### src/rtl/pic_pkg.sv
package pic_pkg;

   localparam int CMD_W = 8;

   localparam logic [1:0] SEL_EOI = 2'b00;
   localparam logic [1:0] SEL_SMM = 2'b01;

   typedef enum logic [2:0] {
      OP_AROT_CLR = 3'b000,
      OP_NS_EOI   = 3'b001,
      OP_NOP      = 3'b010,
      OP_SP_EOI   = 3'b011,
      OP_AROT_SET = 3'b100,
      OP_ROT_NS   = 3'b101,
      OP_SET_PRI  = 3'b110,
      OP_ROT_SP   = 3'b111
   } eoi_op_e;

   typedef struct packed {
      logic       arot_set;
      logic       arot_clr;
      logic       eoi_top;
      logic       eoi_named;
      logic       rot_top;
      logic       rot_named;
      logic       smm_wr;
      logic       smm_val;
      logic [2:0] lvl;
   } pic_cmd_t;

endpackage

### src/rtl/pic_cmd_dec.sv
module pic_cmd_dec
   import pic_pkg::*;
(
   input  logic             we,
   input  logic [CMD_W-1:0] data,
   output pic_cmd_t         cmd
);

   always_comb begin
      cmd     = '0;
      cmd.lvl = data[2:0];
      if (we && data[4:3] == SEL_EOI) begin
         case (eoi_op_e'(data[7:5]))
            OP_AROT_CLR: cmd.arot_clr = 1'b1;
            OP_AROT_SET: cmd.arot_set = 1'b1;
            OP_NS_EOI:   cmd.eoi_top  = 1'b1;
            OP_ROT_NS:   begin cmd.eoi_top = 1'b1; cmd.rot_top = 1'b1; end
            OP_SP_EOI:   cmd.eoi_named = 1'b1;
            OP_SET_PRI:  cmd.rot_named = 1'b1;
            OP_ROT_SP:   begin cmd.eoi_named = 1'b1; cmd.rot_named = 1'b1; end
            default:     ;
         endcase
      end
      if (we && data[4:3] == SEL_SMM && data[6]) begin
         cmd.smm_wr  = 1'b1;
         cmd.smm_val = data[5];
      end
   end

endmodule

### src/rtl/pic_prio_pick.sv
module pic_prio_pick #(
   parameter int N_LVL = 8,
   localparam int LVL_W = $clog2(N_LVL)
) (
   input  logic [N_LVL-1:0] vec,
   input  logic [LVL_W-1:0] low,
   output logic             found,
   output logic [LVL_W-1:0] lvl
);

   logic [LVL_W-1:0] idx;

   // scan from lowest rank to highest so the highest-priority hit is kept last
   always_comb begin
      found = 1'b0;
      lvl   = '0;
      idx   = '0;
      for (int k = N_LVL - 1; k >= 0; k--) begin
         idx = low + LVL_W'(1) + LVL_W'(k);
         if (vec[idx]) begin
            found = 1'b1;
            lvl   = idx;
         end
      end
   end

endmodule

### src/rtl/pic_block_mask.sv
module pic_block_mask #(
   parameter int N_LVL = 8,
   localparam int LVL_W = $clog2(N_LVL)
) (
   input  logic [LVL_W-1:0] low,
   input  logic [LVL_W-1:0] top,
   input  logic             top_vld,
   input  logic             smm,
   output logic [N_LVL-1:0] allow
);

   logic [LVL_W-1:0] rank_t;
   assign rank_t = top - low - LVL_W'(1);

   for (genvar i = 0; i < N_LVL; i++) begin : g_lvl
      logic [LVL_W-1:0] rank_i;
      assign rank_i   = LVL_W'(i) - low - LVL_W'(1);
      assign allow[i] = smm | ~top_vld | (rank_i < rank_t);
   end

endmodule

### src/rtl/prio_irq_ctrl.sv
module prio_irq_ctrl
   import pic_pkg::*;
#(
   parameter int N_LVL = 8,
   localparam int LVL_W = $clog2(N_LVL)
) (
   input  logic             clk,
   input  logic             rst_n,
   input  logic [N_LVL-1:0] irq_in,
   input  logic             cmd_we,
   input  logic [CMD_W-1:0] cmd_data,
   input  logic             mask_we,
   input  logic [N_LVL-1:0] mask_data,
   input  logic             ack,
   output logic             int_out,
   output logic [LVL_W-1:0] ack_level
);

   if (N_LVL < 2 || N_LVL > 8 || (N_LVL & (N_LVL - 1)) != 0) begin : g_bad_lvl
      $error("prio_irq_ctrl: N_LVL must be a power of two from 2 to 8");
   end

   logic [N_LVL-1:0] irq_prev, irr_q, imr_q, isr_q;
   logic [LVL_W-1:0] low_q;
   logic             smm_q, arot_q;

   pic_cmd_t cmd;
   pic_cmd_dec u_dec (.we(cmd_we), .data(cmd_data), .cmd(cmd));

   logic [LVL_W-1:0] cmd_lvl;
   assign cmd_lvl = cmd.lvl[LVL_W-1:0];

   logic             isr_vld;
   logic [LVL_W-1:0] isr_top;
   pic_prio_pick #(.N_LVL(N_LVL)) u_isr_top (
      .vec(isr_q), .low(low_q), .found(isr_vld), .lvl(isr_top));

   logic [N_LVL-1:0] allow, cand;
   pic_block_mask #(.N_LVL(N_LVL)) u_blk (
      .low(low_q), .top(isr_top), .top_vld(isr_vld), .smm(smm_q), .allow(allow));

   assign cand = irr_q & ~imr_q & allow;

   logic             win_vld;
   logic [LVL_W-1:0] win_lvl;
   pic_prio_pick #(.N_LVL(N_LVL)) u_win (
      .vec(cand), .low(low_q), .found(win_vld), .lvl(win_lvl));

   assign int_out   = win_vld;
   assign ack_level = win_vld ? win_lvl : '0;

   logic             ack_go, cmd_rot;
   logic [N_LVL-1:0] win_oh, top_oh, lvl_oh, rise;
   logic [N_LVL-1:0] irr_n, isr_clr, isr_set, isr_n;
   logic [LVL_W-1:0] low_n;

   always_comb begin
      ack_go  = ack & win_vld;
      win_oh  = N_LVL'(1) << win_lvl;
      top_oh  = N_LVL'(1) << isr_top;
      lvl_oh  = N_LVL'(1) << cmd_lvl;
      rise    = irq_in & ~irq_prev;
      irr_n   = (irr_q & ~({N_LVL{ack_go}} & win_oh)) | rise;
      isr_clr = ({N_LVL{cmd.eoi_top & isr_vld}} & top_oh)
              | ({N_LVL{cmd.eoi_named}} & lvl_oh);
      isr_set = {N_LVL{ack_go & ~arot_q}} & win_oh;
      isr_n   = (isr_q & ~isr_clr) | isr_set;
      cmd_rot = (cmd.rot_top & isr_vld) | cmd.rot_named;
      if (cmd.rot_top && isr_vld) low_n = isr_top;
      else if (cmd.rot_named)     low_n = cmd_lvl;
      else if (ack_go && arot_q)  low_n = win_lvl;
      else                        low_n = low_q;
   end

   always_ff @(posedge clk or negedge rst_n) begin
      if (!rst_n) begin
         irq_prev <= '0;
         irr_q    <= '0;
         imr_q    <= '0;
         isr_q    <= '0;
         low_q    <= LVL_W'(N_LVL - 1);
         smm_q    <= 1'b0;
         arot_q   <= 1'b0;
      end else begin
         irq_prev <= irq_in;
         irr_q    <= irr_n;
         isr_q    <= isr_n;
         low_q    <= low_n;
         if (mask_we)      imr_q  <= mask_data;
         if (cmd.smm_wr)   smm_q  <= cmd.smm_val;
         if (cmd.arot_set) arot_q <= 1'b1;
         if (cmd.arot_clr) arot_q <= 1'b0;
      end
   end

   logic unused_rot;
   assign unused_rot = cmd_rot;

endmodule

### config.mk
export PLATFORM = sky130hd
export DESIGN_NAME = prio_irq_ctrl
export DESIGN_NICKNAME = d
export VERILOG_FILES = /design/src/rtl/pic_pkg.sv /design/src/rtl/pic_cmd_dec.sv /design/src/rtl/pic_prio_pick.sv /design/src/rtl/pic_block_mask.sv /design/src/rtl/prio_irq_ctrl.sv
export SDC_FILE = /design/constraint.sdc
export NUM_CORES = 1
export LEC_CHECK = 0
export BUFFER_PORTS_ARGS = -buffer_cell sky130_fd_sc_hd__buf_4
export CAP_MARGIN = 0
export CORE_MARGIN = 5
export CORE_UTILIZATION = 50
export CTS_BUF_LIST = sky130_fd_sc_hd__clkbuf_8
export DETAILED_ROUTE_END_ITERATION = 6
export PLACE_DENSITY = 0.69
export SYNTH_ARGS = -nofsm -noshare
export SYNTH_HDL_FRONTEND = slang
export SYNTH_SLANG_ARGS = --single-unit
### constraint.sdc
create_clock -name clk -period 15.7 [get_ports clk]
set_clock_uncertainty 0.05 [all_clocks]
set_input_delay 3.14 -clock clk [delete_from_list [all_inputs] [get_ports clk]]
set_output_delay 3.14 -clock clk [all_outputs]
set_load 0.02 [all_outputs]
==> flow_summary.json <==
{
  "cts.hold.buffers_added": 0,
  "hp-start": "irq_prev[1]$_DFF_PN0_",
  "timing.critical_path.from": "low_q[1]$_DFFE_PN1P_",
  "syn-num-nets": 589,
  "crit_fanout": 33,
  "viasPerCell": 7.034,
  "finalSetupViolCount": 0,
  "clk_transition_reported_paths_ps": 70,
  "worstSetupEndpointType": "output pin",
  "start_util": 0.5058,
  "r2r_slack_ps": 6390,
  "worst-setup-path-type": "reg -> out",
  "grt_use_total": 0.2558,
  "cts_resized": 0,
  "core_sq_um": 9109,
  "worstPathRequired_ps": 12510,
  "cpPeakStageDelay_ps": 800,
  "clock-sinks": 37,
  "postCtsSetupRepairBufs": 0,
  "hp-class": "reg -> reg",
  "yosysSeqAreaShare": 0.2018,
  "synth_edf_count": 0,
  "setup-tns-final_ps": 0,
  "syn_to_final_growth_pct": 8.148,
  "drive_above_1_share": 0.2018,
  "min_to": "irr_q[1]$_DFF_PN0_",
  "die_area_sq_um": 11230,
  "crit_family": "compound AO/OA/AOI/OAI gates",
  "synthCells": 551,
  "max-cap-violations": 0,
  "io_buffers": 32,
  "fp.dieW_um": 106.0,
  "r2r_end": "isr_q[1]$_DFF_PN0_",
  "startpoint_type": "flop",
  "finalHoldViolCount": 0,
  "place_congestion": 1.001,
  "cp.arrival_ps": 9040,
  "dpl.hpwl_mm": 11.07,
  "r2r_cells": 30,
  "ant_nets": 0,
  "yosysWarnings": 0,
  "wl_mm": 14.38,
  "rsz0062_at_grt": "no",
  "grt_max_degree": 55,
  "grt_pass1_wl_mm": 23.25,
  "vias": 4755,
  "nFillCells": 873,
  "ys_ff_latch": 37,
  "fin_crit_ps": 12230,
  "grt_overflow": 0,
  "drc_errors": 0,
  "finalCritPeriodShare": 0.7789,
  "fp-row-count": 35,
  "crit_buf_inv": 4,
  "drv_slew": 0,
  "seq_area_sq_um": 929.6,
  "yosys.cell_types.count": 99,
  "ys_async_sr_fraction": 1.000,
  "reg2reg_from": "low_q[1]$_DFFE_PN1P_",
  "htree_levels": 2,
  "min_path_cells": 1,
  "avgRoutedWirePerCell_um": 21.28,
  "die_height_um": 106.0,
  "pin_count": 33,
  "max_freq_ghz": 0.08177,
  "synth.avg_cell_area_sq_um": 8.361,
  "cts_buffer_depth": 2,
  "fin_nets": 603,
  "multi_input_area_sq_um": 3420,
  "antenna_found_initial": 0,
  "cts_tree": "done",
  "max-slew-margin-rel": 0.3834,
  "slowest_stage": "ha_2",
  "worstSkewPairLatency_ps": 290,
  "grt_pass1_vias": 4514,
  "cts_buffers": 5,
  "tightestPinTransition_ps": 901.6,
  "status": "complete, no violations",
  "firstDrtPassIters": 7,
  "synth.cell_area_sq_um": 4607,
  "clockRootBuffer": "clkbuf_8",
  "diodes": 0,
  "drt-initial-drc-count": 590,
  "synth_ff_type": "dfrtp_1"
}
-- routing by layer --
| metal | track usage | wire (um) |
|---|---|---|
| met1 | 0.3520 | 6186 |
| met5 | 0 | 0 |
| met4 | 0.08696 | 405 |
| met2 | 0.4244 | 6788 |
| met3 | 0.02064 | 1001 |
-- per-stage QoR --
step | utilization | worst slack, ps | instances | area (sq um) | hold WS (ps)
global placement | 0.5356 | 4103 | 669 | 4878 | 408.4
finish | 0.5470 | 3471 | 676 | 4982 | 442.9
floorplan | - | 4535 | 551 | 4607 | 403.4
global route | 0.5470 | 2863 | 676 | 4982 | 460.6
detailed placement | 0.5356 | 3847 | 669 | 4878 | 433.4
CTS | 0.5470 | 3515 | 676 | 4982 | 443.6
-- worst reg2reg max path: cells and delay by family, from the launching register on --
kind	cells	cell delay, ps
buffers and inverters	2	430
AOI/OAI and AO/OA	17	4200
and+or+nand+nor	6	1330
adders and majority gates	3	1550
muxes	2	1020
DFF	1	630
-- worst max-delay path by stage --
stage,to,slack (ps),cells after the start
after global routing,ack_level[0],2860,30
after global placement,ack_level[0],4100,30
after detailed placement,ack_level[0],3850,30
after floorplan,ack_level[0],4540,35
after CTS,ack_level[0],3510,30
final,ack_level[0],3470,30
-- synth_stat cells, types with 4 or more instances --
cell type / count / area share
and2_1: 4 / 0.0054
inv_1: 20 / 0.016
a31oi_1: 12 / 0.016
nand3_1: 19 / 0.021
a31o_2: 5 / 0.0095
mux2_2: 18 / 0.044
nor2b_1: 5 / 0.0068
a21oi_1: 26 / 0.028
a21boi_0: 8 / 0.013
o22ai_1: 10 / 0.014
mux4_2: 9 / 0.044
buf_6: 4 / 0.0098
nand2b_1: 12 / 0.016
a221oi_1: 4 / 0.0076
nor2_1: 32 / 0.026
nor3_1: 25 / 0.027
a211oi_1: 8 / 0.013
or2_2: 6 / 0.0081
mux2i_1: 10 / 0.022
o221ai_1: 7 / 0.013
nor3b_1: 4 / 0.0065
a22o_1: 6 / 0.011
nand2_1: 47 / 0.038
nand3b_1: 4 / 0.0065
a2111o_1: 4 / 0.0098
and3_1: 6 / 0.0081
nand4_1: 6 / 0.0081
dfrtp_1: 34 / 0.18
or3_1: 7 / 0.0095
o211ai_1: 4 / 0.0065
o21ai_1: 6 / 0.0065
nor4_1: 6 / 0.0081
o21ai_0: 27 / 0.029
buf_1: 7 / 0.0057
buf_2: 6 / 0.0065
a221o_1: 4 / 0.0087
ha_1: 8 / 0.022
o31ai_1: 5 / 0.0081
clkbuf_1: 13 / 0.011
-- flip-flops by register name, summed over array words and instances (netlist names) --
register and flops:
arot_q 1, smm_q 1, imr_q 8, low_q 3
irr_q 8, irq_prev 8, isr_q 8
-- cells in the final DEF (no fill, tap or decap), types with 5 or more instances in the layout --
cell type	instances
or3_1	7
o221ai_1	7
and3_1	6
nand4_1	6
nor2_1	32
nor3_1	25
nand3_1	19
inv_1	20
a21boi_0	8
a21oi_1	26
clkbuf_8	5
nor4_1	6
a31oi_1	12
buf_4	40
o31ai_1	5
a22o_1	6
nor2b_1	5
ha_1	7
mux2_2	18
mux2i_1	10
a31o_2	5
o21ai_0	27
dfrtp_1	34
or2_2	6
o22ai_1	10
nand2_1	47
o21ai_1	6
nand2b_1	12
mux4_2	9
a211oi_1	8
-- cells by family after synthesis --
group | after synthesis | share of synthesized area
AO/OA/AOI/OAI | 204 | 0.3463
AND/OR/NAND/NOR | 196 | 0.2205
buffers and inverters | 57 | 0.05649
multiplexers | 40 | 0.1244
flip-flops | 37 | 0.2018
adder cells (fa/ha/maj) | 9 | 0.02607
XOR/XNOR | 8 | 0.02444
-- layout make-up --
class / count / share of cell area
well taps: 111 / 0.02788
clock inverters: 2 / 0.007032
flip-flops and latches: 37 / 0.1866
inverters: 24 / 0.01808
multi-input cells: 457 / 0.6863
clock buffers: 5 / 0.01381
repair buffers: 40 / 0.06027
Power is left out: the tool's default activity adds up to more than one toggle a clock period on the data nets, which glitch-free logic cannot reach.
